$ cat src/rtl/secded_pkg.sv
package secded_pkg;

  typedef enum logic [1:0] {
    ST_CLEAN = 2'b00,
    ST_FIXED = 2'b01,
    ST_FAIL  = 2'b10
  } status_e;

  // Smallest number of Hamming check bits that covers dw data bits.
  function automatic int chk_bits(input int dw);
    int p;
    p = 0;
    while ((1 << p) < dw + p + 1) p++;
    return p;
  endfunction

endpackage

$ cat src/rtl/secded_enc.sv
module secded_enc #(
  parameter int DATA_W = 32,
  localparam int P_W   = secded_pkg::chk_bits(DATA_W),
  localparam int HAM_N = DATA_W + P_W,
  localparam int CW_W  = HAM_N + 1
) (
  input  logic [DATA_W-1:0] data,
  output logic [CW_W-1:0]   cw
);

  function automatic logic [CW_W-1:0] encode(input logic [DATA_W-1:0] d);
    logic [CW_W-1:0] c;
    logic            b;
    int              di;
    c  = '0;
    di = 0;
    // scatter data over non-power-of-two positions, ascending
    for (int p = 1; p <= HAM_N; p++) begin
      if ((p & (p - 1)) != 0) begin
        c[p-1] = d[di];
        di++;
      end
    end
    // each check bit covers positions whose index has its bit set
    for (int k = 0; k < P_W; k++) begin
      b = 1'b0;
      for (int p = 1; p <= HAM_N; p++)
        if (((p >> k) & 1) != 0) b = b ^ c[p-1];
      c[(1 << k) - 1] = b;
    end
    c[CW_W-1] = ^c[CW_W-2:0];
    return c;
  endfunction

  assign cw = encode(data);

endmodule

$ cat src/rtl/secded_dec.sv
module secded_dec
  import secded_pkg::*;
#(
  parameter int DATA_W = 32,
  localparam int P_W   = secded_pkg::chk_bits(DATA_W),
  localparam int HAM_N = DATA_W + P_W,
  localparam int CW_W  = HAM_N + 1
) (
  input  logic [CW_W-1:0]   cw,
  output logic [DATA_W-1:0] data,
  output status_e           status
);

  always_comb begin
    logic [CW_W-1:0] c;
    int              syn;
    int              di;
    logic            odd;
    c   = cw;
    syn = 0;
    for (int p = 1; p <= HAM_N; p++)
      if (c[p-1]) syn = syn ^ p;
    odd = ^c;
    if (!odd && syn == 0) begin
      status = ST_CLEAN;
    end else if (odd && syn <= HAM_N) begin
      // syn==0 with odd parity: only the overall bit flipped
      if (syn != 0) c[syn-1] = ~c[syn-1];
      status = ST_FIXED;
    end else begin
      status = ST_FAIL;
    end
    data = '0;
    di   = 0;
    for (int p = 1; p <= HAM_N; p++) begin
      if ((p & (p - 1)) != 0) begin
        data[di] = c[p-1];
        di++;
      end
    end
  end

endmodule

$ cat src/rtl/secded_store.sv
module secded_store #(
  parameter int DEPTH   = 8,
  parameter int CW_W    = 39,
  localparam int IDX_W  = $clog2(DEPTH)
) (
  input  logic             clk,
  input  logic             rst,
  input  logic [IDX_W-1:0] idx,
  input  logic             wr_en,
  input  logic [CW_W-1:0]  wr_cw,
  input  logic             inj_en,
  input  logic [CW_W-1:0]  inj_mask,
  output logic [CW_W-1:0]  rd_cw
);

  logic [CW_W-1:0] mem [DEPTH];

  always_ff @(posedge clk) begin
    if (rst) begin
      for (int i = 0; i < DEPTH; i++) mem[i] <= '0;
    end else if (wr_en) begin
      mem[idx] <= wr_cw;
    end else if (inj_en) begin
      mem[idx] <= mem[idx] ^ inj_mask;
    end
  end

  // read sees the contents before this edge's update
  assign rd_cw = mem[idx];

  p_write_store_r2: assert property (@(posedge clk) disable iff (rst)
    wr_en |=> mem[$past(idx)] == $past(wr_cw));

  p_inject_xor_r8: assert property (@(posedge clk) disable iff (rst)
    (inj_en && !wr_en) |=> mem[$past(idx)] == ($past(mem[idx]) ^ $past(inj_mask)));

endmodule

$ cat src/rtl/secded_regfile.sv
module secded_regfile
  import secded_pkg::*;
#(
  parameter int DATA_W  = 32,
  parameter int DEPTH   = 8,
  localparam int IDX_W  = $clog2(DEPTH),
  localparam int CW_W   = DATA_W + secded_pkg::chk_bits(DATA_W) + 1
) (
  input  logic              clk,
  input  logic              rst,
  input  logic [IDX_W-1:0]  idx,
  input  logic [DATA_W-1:0] wr_data,
  input  logic              wr_en,
  input  logic              rd_en,
  input  logic              inj_en,
  input  logic [CW_W-1:0]   inj_mask,
  output logic [DATA_W-1:0] rd_data,
  output logic [1:0]        rd_status
);

  logic [CW_W-1:0]   enc_cw;
  logic [CW_W-1:0]   rd_cw;
  logic [DATA_W-1:0] dec_data;
  status_e           dec_status;
  status_e           st_q;

  secded_enc #(.DATA_W(DATA_W)) u_enc (
    .data (wr_data),
    .cw   (enc_cw)
  );

  secded_store #(.DEPTH(DEPTH), .CW_W(CW_W)) u_store (
    .clk      (clk),
    .rst      (rst),
    .idx      (idx),
    .wr_en    (wr_en),
    .wr_cw    (enc_cw),
    .inj_en   (inj_en),
    .inj_mask (inj_mask),
    .rd_cw    (rd_cw)
  );

  secded_dec #(.DATA_W(DATA_W)) u_dec (
    .cw     (rd_cw),
    .data   (dec_data),
    .status (dec_status)
  );

  always_ff @(posedge clk) begin
    if (rst) begin
      rd_data <= '0;
      st_q    <= ST_CLEAN;
    end else if (rd_en) begin
      rd_data <= dec_data;
      st_q    <= dec_status;
    end
  end

  assign rd_status = st_q;

  p_reset_clear_r1: assert property (@(posedge clk)
    rst |=> (rd_data == '0 && rd_status == 2'b00));

  p_hold_r3: assert property (@(posedge clk) disable iff (rst)
    !rd_en |=> ($stable(rd_data) && $stable(rd_status)));

  p_status_legal_r6: assert property (@(posedge clk) disable iff (rst)
    rd_status != 2'b11);

  p_clean_after_write_r2: assert property (@(posedge clk) disable iff (rst)
    (wr_en && !rd_en) ##1 (rd_en && !wr_en && !inj_en && $stable(idx))
      |=> (rd_status == 2'b00 && rd_data == $past(wr_data, 2)));

endmodule

$ cat config.mk
export PLATFORM = sky130hd
export DESIGN_NAME = secded_regfile
export DESIGN_NICKNAME = d
export VERILOG_FILES = /design/src/rtl/secded_pkg.sv /design/src/rtl/secded_enc.sv /design/src/rtl/secded_dec.sv /design/src/rtl/secded_store.sv /design/src/rtl/secded_regfile.sv
export SDC_FILE = /design/constraint.sdc
export NUM_CORES = 1
export LEC_CHECK = 0
export CAP_MARGIN = 20
export CORE_ASPECT_RATIO = 1.5
export CORE_UTILIZATION = 40
export CTS_CLUSTER_SIZE = 30
export DETAILED_ROUTE_END_ITERATION = 12
export DONT_BUFFER_PORTS = 1
export HOLD_SLACK_MARGIN = 0.05
export SLEW_MARGIN = 20
export SYNTH_ARGS = -nofsm -noshare
export SYNTH_HDL_FRONTEND = slang
export SYNTH_SLANG_ARGS = --single-unit
$ cat constraint.sdc
create_clock -name clk -period 7.01 [get_ports clk]
set_clock_uncertainty 0.2 [all_clocks]
set_input_delay 1.402 -clock clk [delete_from_list [all_inputs] [get_ports clk]]
set_output_delay 1.402 -clock clk [all_outputs]
set_load 0.01 [all_outputs]
**Word-level counts from Yosys, hierarchy flattened**

Memories as Yosys holds them, arrays and structs flattened.
Index checks and enable logic that the tools add are counted.

- $add $sub $neg: 1
- $lt $le $gt $ge: 3
- Mux-type cells: 62
- Bitwise logic cells: 124
- Reductions and logical operators: 9

Operators by type and width:

| kind | number |
|---|---|
| 38-bit 2-to-1 mux | 3 |
| 1-bit XOR | 84 |
| 5-bit 2-to-1 mux | 16 |
| 39-bit 2-to-1 mux | 2 |
| 6-bit 2-to-1 mux | 7 |
| 39-bit bitwise mux | 1 |
| 3-bit NOT | 13 |
| 39-bit OR reduction | 1 |
| 39-bit XOR reduction | 1 |
| 39-bit XOR | 1 |
| 38-bit XOR reduction | 1 |
| 32-bit by 1-bit greater-or-equal comparator with 1-bit output, second input constant | 1 |
| 32-bit logical NOT | 1 |
| 32-bit by 8-bit < comparator with 1-bit output, second input constant | 1 |
| 4-bit 2-to-1 mux | 8 |
| 32-bit nonzero test | 1 |
| 2-bit NOT | 13 |
| 4-bit NOT | 5 |
| 3-bit 2-to-1 mux | 5 |
| 1-bit 2-to-1 mux | 14 |
| 2-bit 2-to-1 mux | 4 |
| 6-bit by 1-bit subtractor with 7-bit output, second input constant | 1 |
| 1-bit binary-select mux with 6-bit select | 1 |
| 1-bit demux with 6-bit select | 1 |
| other kinds (7) | 13 |

- Bits in registers: 34
- RAM bits: 312
- Input bits: 79
- Memories: 1

Memories:

| name | words | width | rd ports | clocked after Yosys merged registers in | write ports | RTL line | RTL |
|---|---|---|---|---|---|---|---|
| u_store.mem | 8 | 39 | 1 | 0 | 8 | secded_store.sv:16 | `logic [CW_W-1:0] mem [DEPTH];` |

**Longest topological paths before layout**

Gate-level depths: netlist of run 1.
An unclocked memory read counts as a cell.

- Depth in word-level cells: 80
- Depth in mapped cells: 26
- Mapped depth without buffers: 19

**Cells and area by module**

From an unflattened synthesis of run 1, not the netlist that was laid out.

- Cells, all modules: 1583
- Area total of the unflattened synthesis: 19384.8 µm²

By module, submodules not included:

| module | instances | cells each | area each (µm²) |
|---|---|---|---|
| secded_store | 1 | 1137 | 15112.0 |
| secded_dec | 1 | 246 | 2157.1 |
| secded_regfile | 1 | 110 | 1238.7 |
| secded_enc | 1 | 90 | 877.1 |

**Worst setup path before layout of run 1**

No wires, ideal clock.

- Kind: input-to-reg
- From: input idx[1]
- To: register rd_data[16]
- Setup time: 0.117 ns
- Data arrival time: 6.931 ns
- Setup slack: -0.238 ns
- Stages on the path: 24
- Path buffers: 6
- Path through: buf_2 -> buf_2 -> buf_2 -> mux2_1 -> a222oi_1 -> o211ai_1 -> xnor3_1 -> xnor2_1 -> xnor2_4 -> xor2_4 -> inv_4 -> buf_6 -> buf_2 -> ha_1 -> xnor2_1 -> xnor2_1 -> xnor3_2 -> xnor2_1 -> clkbuf_1 -> o211ai_1 -> a21oi_1 -> o22ai_2 -> or3_1 -> a32o_1

- Cells in the longest elaborated chain, start to end: 66

RTL lines:

| element | RTL line | RTL |
|---|---|---|
| start, declared | secded_regfile.sv:11 | `input logic [IDX_W-1:0] idx,` |
| memory read 8 x 39 bit * | - |  |
| 1-bit 2-to-1 mux | secded_dec.sv:22 | `if (c[p-1]) syn = syn ^ p;` |
| 2-bit 2-to-1 mux | secded_dec.sv:22 |  |
| 2-bit NOT (no source line) | - |  |
| 2-bit 2-to-1 mux | secded_dec.sv:22 |  |
| 3-bit 2-to-1 mux | secded_dec.sv:22 |  |
| 2-bit NOT (no source line) | - |  |
| 3-bit 2-to-1 mux (2 in a row) | secded_dec.sv:22 |  |
| [49 not listed] | - |  |
| 32-bit by 1-bit greater-or-equal comparator with 1-bit output (implied by the code), or another cell as far along | secded_dec.sv:28 | `if (syn != 0) c[syn-1] = ~c[syn-1];` |
| 1-bit logical AND (implied by the code) / 1-bit 2-to-1 mux (equally long branches) | secded_dec.sv:28 |  |
| 1-bit 2-to-1 mux (implied by the code) | secded_dec.sv:28 |  |
| 1-bit demux with 6-bit select / 1-bit NOT (equally long branches) | - |  |
| 39-bit bitwise mux | secded_dec.sv:28 |  |
| 38-bit 2-to-1 mux | secded_dec.sv:28 |  |
| 38-bit 2-to-1 mux | secded_dec.sv:26 | `end else if (odd && syn <= HAM_N) begin` |
| 38-bit 2-to-1 mux * | secded_dec.sv:24 | `if (!odd && syn == 0) begin` |
| end signal, assigned | secded_regfile.sv:54 | `rd_data <= dec_data;` |
| end, declared | secded_regfile.sv:17 | `output logic [DATA_W-1:0] rd_data,` |

Every way passes the cells marked *; elsewhere a longest branch is shown, timed or not. The select of a mux whose other input is x is not followed.
A chain may end at the register's enable or synchronous reset.

**Final worst setup path of run 1**

- From: input idx[0]
- To: register rd_data[10]

Same word-level chain as after synthesis.

==> results of run 1 <==
==> flip-flops by register name, summed over array words and instances (netlist names) <==
register	flops
rd_data	32
rd_status	2
u_store.mem	312
==> stage by stage <==
step | cells | util [%] | cell area [um2]
6_report | 2189 | 45.2 | 20300
5_1_grt | 2188 | 45.2 | 20300
4_1_cts | 2188 | 45.2 | 20300
3_5_place_dp | 2126 | 42.8 | 19200
3_3_place_gp | 2126 | 42.8 | 19200
2_1_floorplan | 1571 | - | 18400
==> synthesized netlist by cell type (all sizes together), types with 5 or more instances <==
master,instances
a21o,5
o22a,5
and3,9
a31oi,12
a211oi,16
o21ai,30
or3,11
xnor2,109
mux4,27
edfxtp,312
a21oi,53
o211ai,6
a32oi,6
nor2b,11
nor3,10
nand3,24
nand2,70
xnor3,14
o22ai,9
nor3b,5
buf,37
a32o,7
a22o,6
inv,11
a221o,11
clkbuf,62
nor2,394
xor2,51
nand2b,16
nor4,5
a22oi,7
nand4,5
dfxtp,34
mux2i,71
a221oi,24
and2,9
mux2,24
==> per-layer routing <==
metal / share of wire, % / vias up
li1: - / 5717
met1: 38 / 6556
met2: 48 / 699
met3: 9.4 / 150
met4: 4.5 / 0
met5: 0 / -
==> cell type report <==
| type | count | area, um2 | share of cell area [%] |
|---|---|---|---|
| timing repair buffer | 72 | 553 | 2.72 |
| tap | 582 | 728 | 3.58 |
| multi-input combinational | 1115 | 7850 | 38.6 |
| clock inverter | 15 | 119 | 0.585 |
| clock buffer | 47 | 976 | 4.80 |
| antenna | 1 | 2.50 | 0.0123 |
| sequential | 346 | 10000 | 49.5 |
| inverter | 11 | 43.8 | 0.216 |
==> worst reg2reg max path: cells and delay by family, from the launching register on <==
kind                       cells  cell delay, ns
AOI/OAI and AO/OA              5            1.04
muxes                          1            0.30
xor gates and xnor gates       8            2.69
adders and majority gates      1            0.26
and+or+nand+nor                3            0.46
DFF                            1            0.38
buffers and inverters          2            0.23
==> cell families after synthesis <==
| family | synth area share (%) |
|---|---|
| xor gates and xnor gates | 10.1 |
| adders and majority gates | 0.273 |
| AOI/OAI and AO/OA | 9.27 |
| DFF | 54.9 |
| muxes | 8.81 |
| buffers and inverters | 2.86 |
| and+or+nand+nor | 13.8 |
==> worst max path at each step <==
| stage | slack, ns | depth (start not counted) | end |
|---|---|---|---|
| finish | 0.62 | 19 | rd_data[10] |
| global route | 0.39 | 19 | rd_data[10] |
| CTS | 0.70 | 19 | rd_data[10] |
| detailed placement | 0.15 | 19 | rd_data[10] |
| global placement | 0.31 | 19 | rd_data[21] |
| floorplan | 0.03 | 25 | rd_data[16] |
==> power by group <==
part / internal (W) / switching (W)
logic: 0.00169 / 0.00295
registers: 0.00238 / 0.0000573
clock network: 0.00102 / 0.000822
total: 0.00509 / 0.00383
==> metrics.yaml, run 1 <==
sta:
  fin_crit_sh_pct: 91.1
  setup_tns_ns: 0
  rsz0062_at_grt: "false"
  setup_violations: 0
  worst_pin_slew_ns: 1.19
  max_freq_ghz: 0.157
  setup_slack_ns: 0.620
  slew_headroom_pct: 18.4
  holdWs_ns: 0.293
  fin_crit_ns: 6.39
  hold_viol: 0
  slew_violations: 0
power_and_ir_drop:
  cellPowerDensity_nw_per_um2: 439
  p_leak_nw: 7.42
  ir_worst_vdd_mv: 0.443
  p_total_w: 0.00892
yosys:
  synth_edf_count: 312
  synth_area_um2: 18300
  synth.lib_cells_used.distinct: 88
  syn_area_per_cell_um2: 11.7
  synth_nets: 1654
  ys_warn_count: 0
  async_flop_share_pct: 0
  synth-seq-cells: 346
  yosys-top-cells-area: "edfxtp_1 51%, nor2_1 8.1%, xnor2_1 5.0%"
  yosys.area.top_type: "edfxtp_1"
  yosysTopAreaCellShare_pct: 51.2
  yosysSeqAreaShare_pct: 54.9
  synthCells: 1571
  ys.flop_type: "edfxtp_1"
final_layout:
  area_growth_pct: 10.9
  final_common_cell: "nor2_1"
  fillers: 4142
  final_cell_mix: "392 x nor2_1, 312 x edfxtp_1, 103 x xnor2_1"
  fin_nets: 1666
  drive_above_1_share_pct: 13.7
global_route:
  grt_pass1_wl_um: 86900
  grt_max_degree: 99
  grt_use_total_pct: 25.8
  met1_usage_pct: 31.6
  grt_pass1_vias: 13100
  antenna_found_initial: 0
  use_met3_pct: 5.99
  busiest_layer: "met2"
  met2_usage_pct: 42.5
  grt_overflow: 0
hold_path:
  hold_start: "rd_data[13]"
  hold_class: "flop to flop"
  hold_depth: 2
  hold_path_end: "rd_data[13]"
clocking:
  cts_buffers: 37
  tritoncts: "yes"
  clk_pin_slew_ns: 0.07
  htreeDepth: 2
  clk_latency_ns: 0.55
  root_buffer: "clkbuf_16"
  cts_setup_buffers: 0
  holdBufCountCts: 0
  cts_sinks: 346
  ctsResizeCount: 0
  clk_path_buf_depth: 3
floorplan:
  die_area_um2: 46700
  die_height_um: 264
  io_pins: 113
  dieWidth_um: 177
  design.core.area_um2: 44900
  initial_core_util_pct: 40.8
  core.rowCount: 95
drt:
  routedWlPerCell_um: 27.5
  drcViolationCount: 0
  wl_um: 60300
  vias: 13100
  first_pass_iters: 5
  first_iter_violations: 1317
  via_per_inst: 5.99
  final_antenna_net_count: 0
critical_path:
  cpPeakStageDelay_ns: 0.58
  rr_worst_depth: 20
  cp_num_buf_inv: 2
  critPathMaxFanout: 88
  slowest_stage: "xnor3_1"
  critPathLaunch: "idx[0]"
  required_ns: 7.25
  cpMostUsedCell: "xnor2_1"
  crit_family: "XOR/XNOR gates"
  r2r-end: "rd_data[10]"
  reg2reg_from: "u_store.mem[7][30]"
  end_kind: "flop"
  cp-start-kind: "input port"
  path_cells: "nor2b_1, buf_4, a32o_1, nor4_4, xnor3_1, xnor3_1, xnor2_1, ha_1, xnor2_1, xnor2_1, xnor3_2, xor2_2, nor2_1, or3_1, a32o_1, a32oi_2, buf_4, nand3_1, a311oi_1"
  critical_path_arrival_ns: 6.63
  crit_type: "input port to flop"
  r2r_slack_ns: 1.33
place:
  gp_congestion: 0.949
  dp_hpwl_um: 38800
  pre_cts_ws_ns: 0.154
  port_buffers: 0
run:
  cap_violations: 0
status:
  status: "finished clean"
No activity file was read; power rests on OpenSTA's default activity.
==> inputs of run 2 (changes only) <==
--- a/config.mk
+++ b/config.mk
@@ -5,12 +5,12 @@
 export SDC_FILE = /design/constraint.sdc
 export NUM_CORES = 1
 export LEC_CHECK = 0
+export BUFFER_PORTS_ARGS = -buffer_cell sky130_fd_sc_hd__buf_2
 export CAP_MARGIN = 20
 export CORE_ASPECT_RATIO = 1.5
 export CORE_UTILIZATION = 40
 export CTS_CLUSTER_SIZE = 30
 export DETAILED_ROUTE_END_ITERATION = 12
-export DONT_BUFFER_PORTS = 1
 export HOLD_SLACK_MARGIN = 0.05
 export SLEW_MARGIN = 20
 export SYNTH_ARGS = -nofsm -noshare
==> metrics.yaml, run 2 (same netlist as run 1, synthesis figures left out) <==
status:
  status: "finished clean"
sta:
  max_freq_ghz: 0.154  # -1.8%
  hold_viol: 0  # unchanged
  setup_slack_ns: 0.502  # -0.118 ns
  slew_violations: 0  # unchanged
  fin_crit_ns: 6.51  # +0.118 ns
  worst_pin_slew_ns: 1.02  # -0.165 ns
  rsz0062_at_grt: "false"
  slew_headroom_pct: 29.7  # +11 points
  setup_violations: 0  # unchanged
  fin_crit_sh_pct: 92.8  # +1.7 points
  setup_tns_ns: 0  # unchanged
place:
  dp_hpwl_um: 42900  # +11%
  place_area_um2: 20400  # +5.9%
  pre_cts_ws_ns: 0.0570  # -0.0972 ns
  port_buffers: 112  # +112
  gp_congestion: 0.961  # +1.3%
final_layout:
  fin_nets: 1842  # +11%
  fin_area_um2: 21500  # +5.8%
  top_register: "u_store.mem"
  drive_above_1_share_pct: 22.3  # +8.6 points
  final_common_cell: "nor2_1"
  final_cell_mix: "392 x nor2_1, 312 x edfxtp_1, 133 x buf_4"
  area_growth_pct: 17.4
  largest_reg_flops: 312  # unchanged
  diodes: 0  # -1
clocking:
  clk_latency_ns: 0.55  # about the same
  cts_buffers: 34  # -8.1%
  clk_pin_slew_ns: 0.07  # about the same
  cts_setup_buffers: 0  # unchanged
  tritoncts: "yes"
  holdBufCountCts: 0  # unchanged
  root_buffer: "clkbuf_16"
  htreeDepth: 2  # unchanged
  cts_sinks: 346  # unchanged
  ctsResizeCount: 0  # unchanged
  clk_path_buf_depth: 3  # unchanged
power_and_ir_drop:
  cellPowerDensity_nw_per_um2: 447  # +1.9%
  p_leak_nw: 8.25  # +11%
  internal_power_w: 0.00557  # +9.3%
  p_sw_share_pct: 42.1  # -0.84 points
  combPwrFrac_pct: 55.0  # +3.0 points
  switchingPower_w: 0.00404  # +5.7%
  ir_worst_vdd_mv: 0.421  # -5.0%
  power_frac_clock_pct: 19.9  # -0.8 points
  p_seq_share_pct: 25.1  # -2.2 points
floorplan:
  core.rowCount: 95  # unchanged
  io_pins: 113  # unchanged
  die_height_um: 264  # unchanged
  initial_core_util_pct: 40.8  # unchanged
  dieWidth_um: 177  # unchanged
  design.core.area_um2: 44900  # unchanged
  die_area_um2: 46700  # unchanged
critical_path:
  critical_path_arrival_ns: 6.73  # +0.10 ns
  crit_type: "input port to flop"
  end_kind: "flop"
  r2r_slack_ns: 1.54  # +0.21 ns
  cp-start-kind: "input port"
  critPathMaxFanout: 16  # -82%
  required_ns: 7.23  # -0.02 ns
drt:
  final_antenna_net_count: 0  # unchanged
  routedWlPerCell_um: 26.5  # -3.9%
  first_iter_violations: 1454  # +10%
  vias: 13900  # +5.6%
  drcViolationCount: 0  # unchanged
  via_per_inst: 5.86  # -2.2%
  first_pass_iters: 8  # +3
  wl_um: 62500  # +3.7%
global_route:
  grt_overflow: 0  # unchanged
  grt_pass1_wl_um: 90400  # +4.0%
  grt_pass1_vias: 13700  # +4.6%
  grt_use_total_pct: 26.8  # +1.0 points
  grt_max_degree: 79  # -20%
  antenna_found_initial: 1  # +1
run:
  cap_violations: 0  # unchanged
hold_path:
  hold_class: "flop to flop"
[run 2: cell count changes in the layout (fill, tap and decap cells not counted), sizes merged]
cell,delta
buf,+179
bufinv,+3
clkbuf,-6
clkinv,+3
clkinvlp,-1
diode,-1
inv,-3
[run 2: stage by stage]
stage	hold slack [ns]	total power [W]	std cells	utilization [%]
2_1_floorplan	0.273	0.00576	1571	-
3_3_place_gp	0.232	0.00764	2305	45.3
3_5_place_dp	0.236	0.00767	2305	45.3
4_1_cts	0.249	0.00959	2363	47.8
5_1_grt	0.267	0.0101	2363	47.8
6_report	0.243	0.00961	2363	47.8
[run 2: path summary, 6_finish.rpt]
path                                          from           to  cells after the start
worst max-delay path                        idx[2]   rd_data[4]                     20
worst min-delay path                   rd_data[13]  rd_data[13]                      2
worst max register to register  u_store.mem[7][30]   rd_data[4]                     20
worst min register to register         rd_data[13]  rd_data[13]                      2
[run 2: cell type report]
cell class	count	area [um2]
well taps	582	728
repair buffers	251	1710
clock buffers	41	928
multi-input cells	1115	7830
clock inverters	17	211
flip-flops and latches	346	10000
inverters	11	43.8
fillers	4100	23400
[run 2: power by group through the flow]
stage,sequential [W],clock [W],combinational [W]
final,0.00242,0.00191,0.00528
after floorplan,0.00246,0,0.00330
after global placement,0.00246,0,0.00518
after detailed placement,0.00246,0,0.00521
after CTS,0.00242,0.00193,0.00524
after global routing,0.00243,0.00200,0.00564
[run 2: routing by layer]
metal  GRT usage [%]  share of wire, %  wire [um]
met5               0             0.018         11
met4            12.0               4.3       2660
met3            3.28               8.6       5400
met2            45.6                49      30800
met1            34.0                38      23600
[run 2: critical path, cell delays in order]
cell and delay, ns:
buf_2 0.35, nor2b_1 0.19, buf_12 0.19, a32o_1 0.29, nor4_4 0.50, xnor3_1 0.61
xnor3_1 0.39, xnor2_1 0.26, ha_1 0.24, xnor2_1 0.14, xnor2_1 0.15, xnor3_2 0.34
buf_4 0.19, mux2i_1 0.17, mux2i_1 0.09, mux2_2 0.27, o21ai_0 0.20, a32oi_2 0.17
and3_1 0.25, a221o_1 0.33
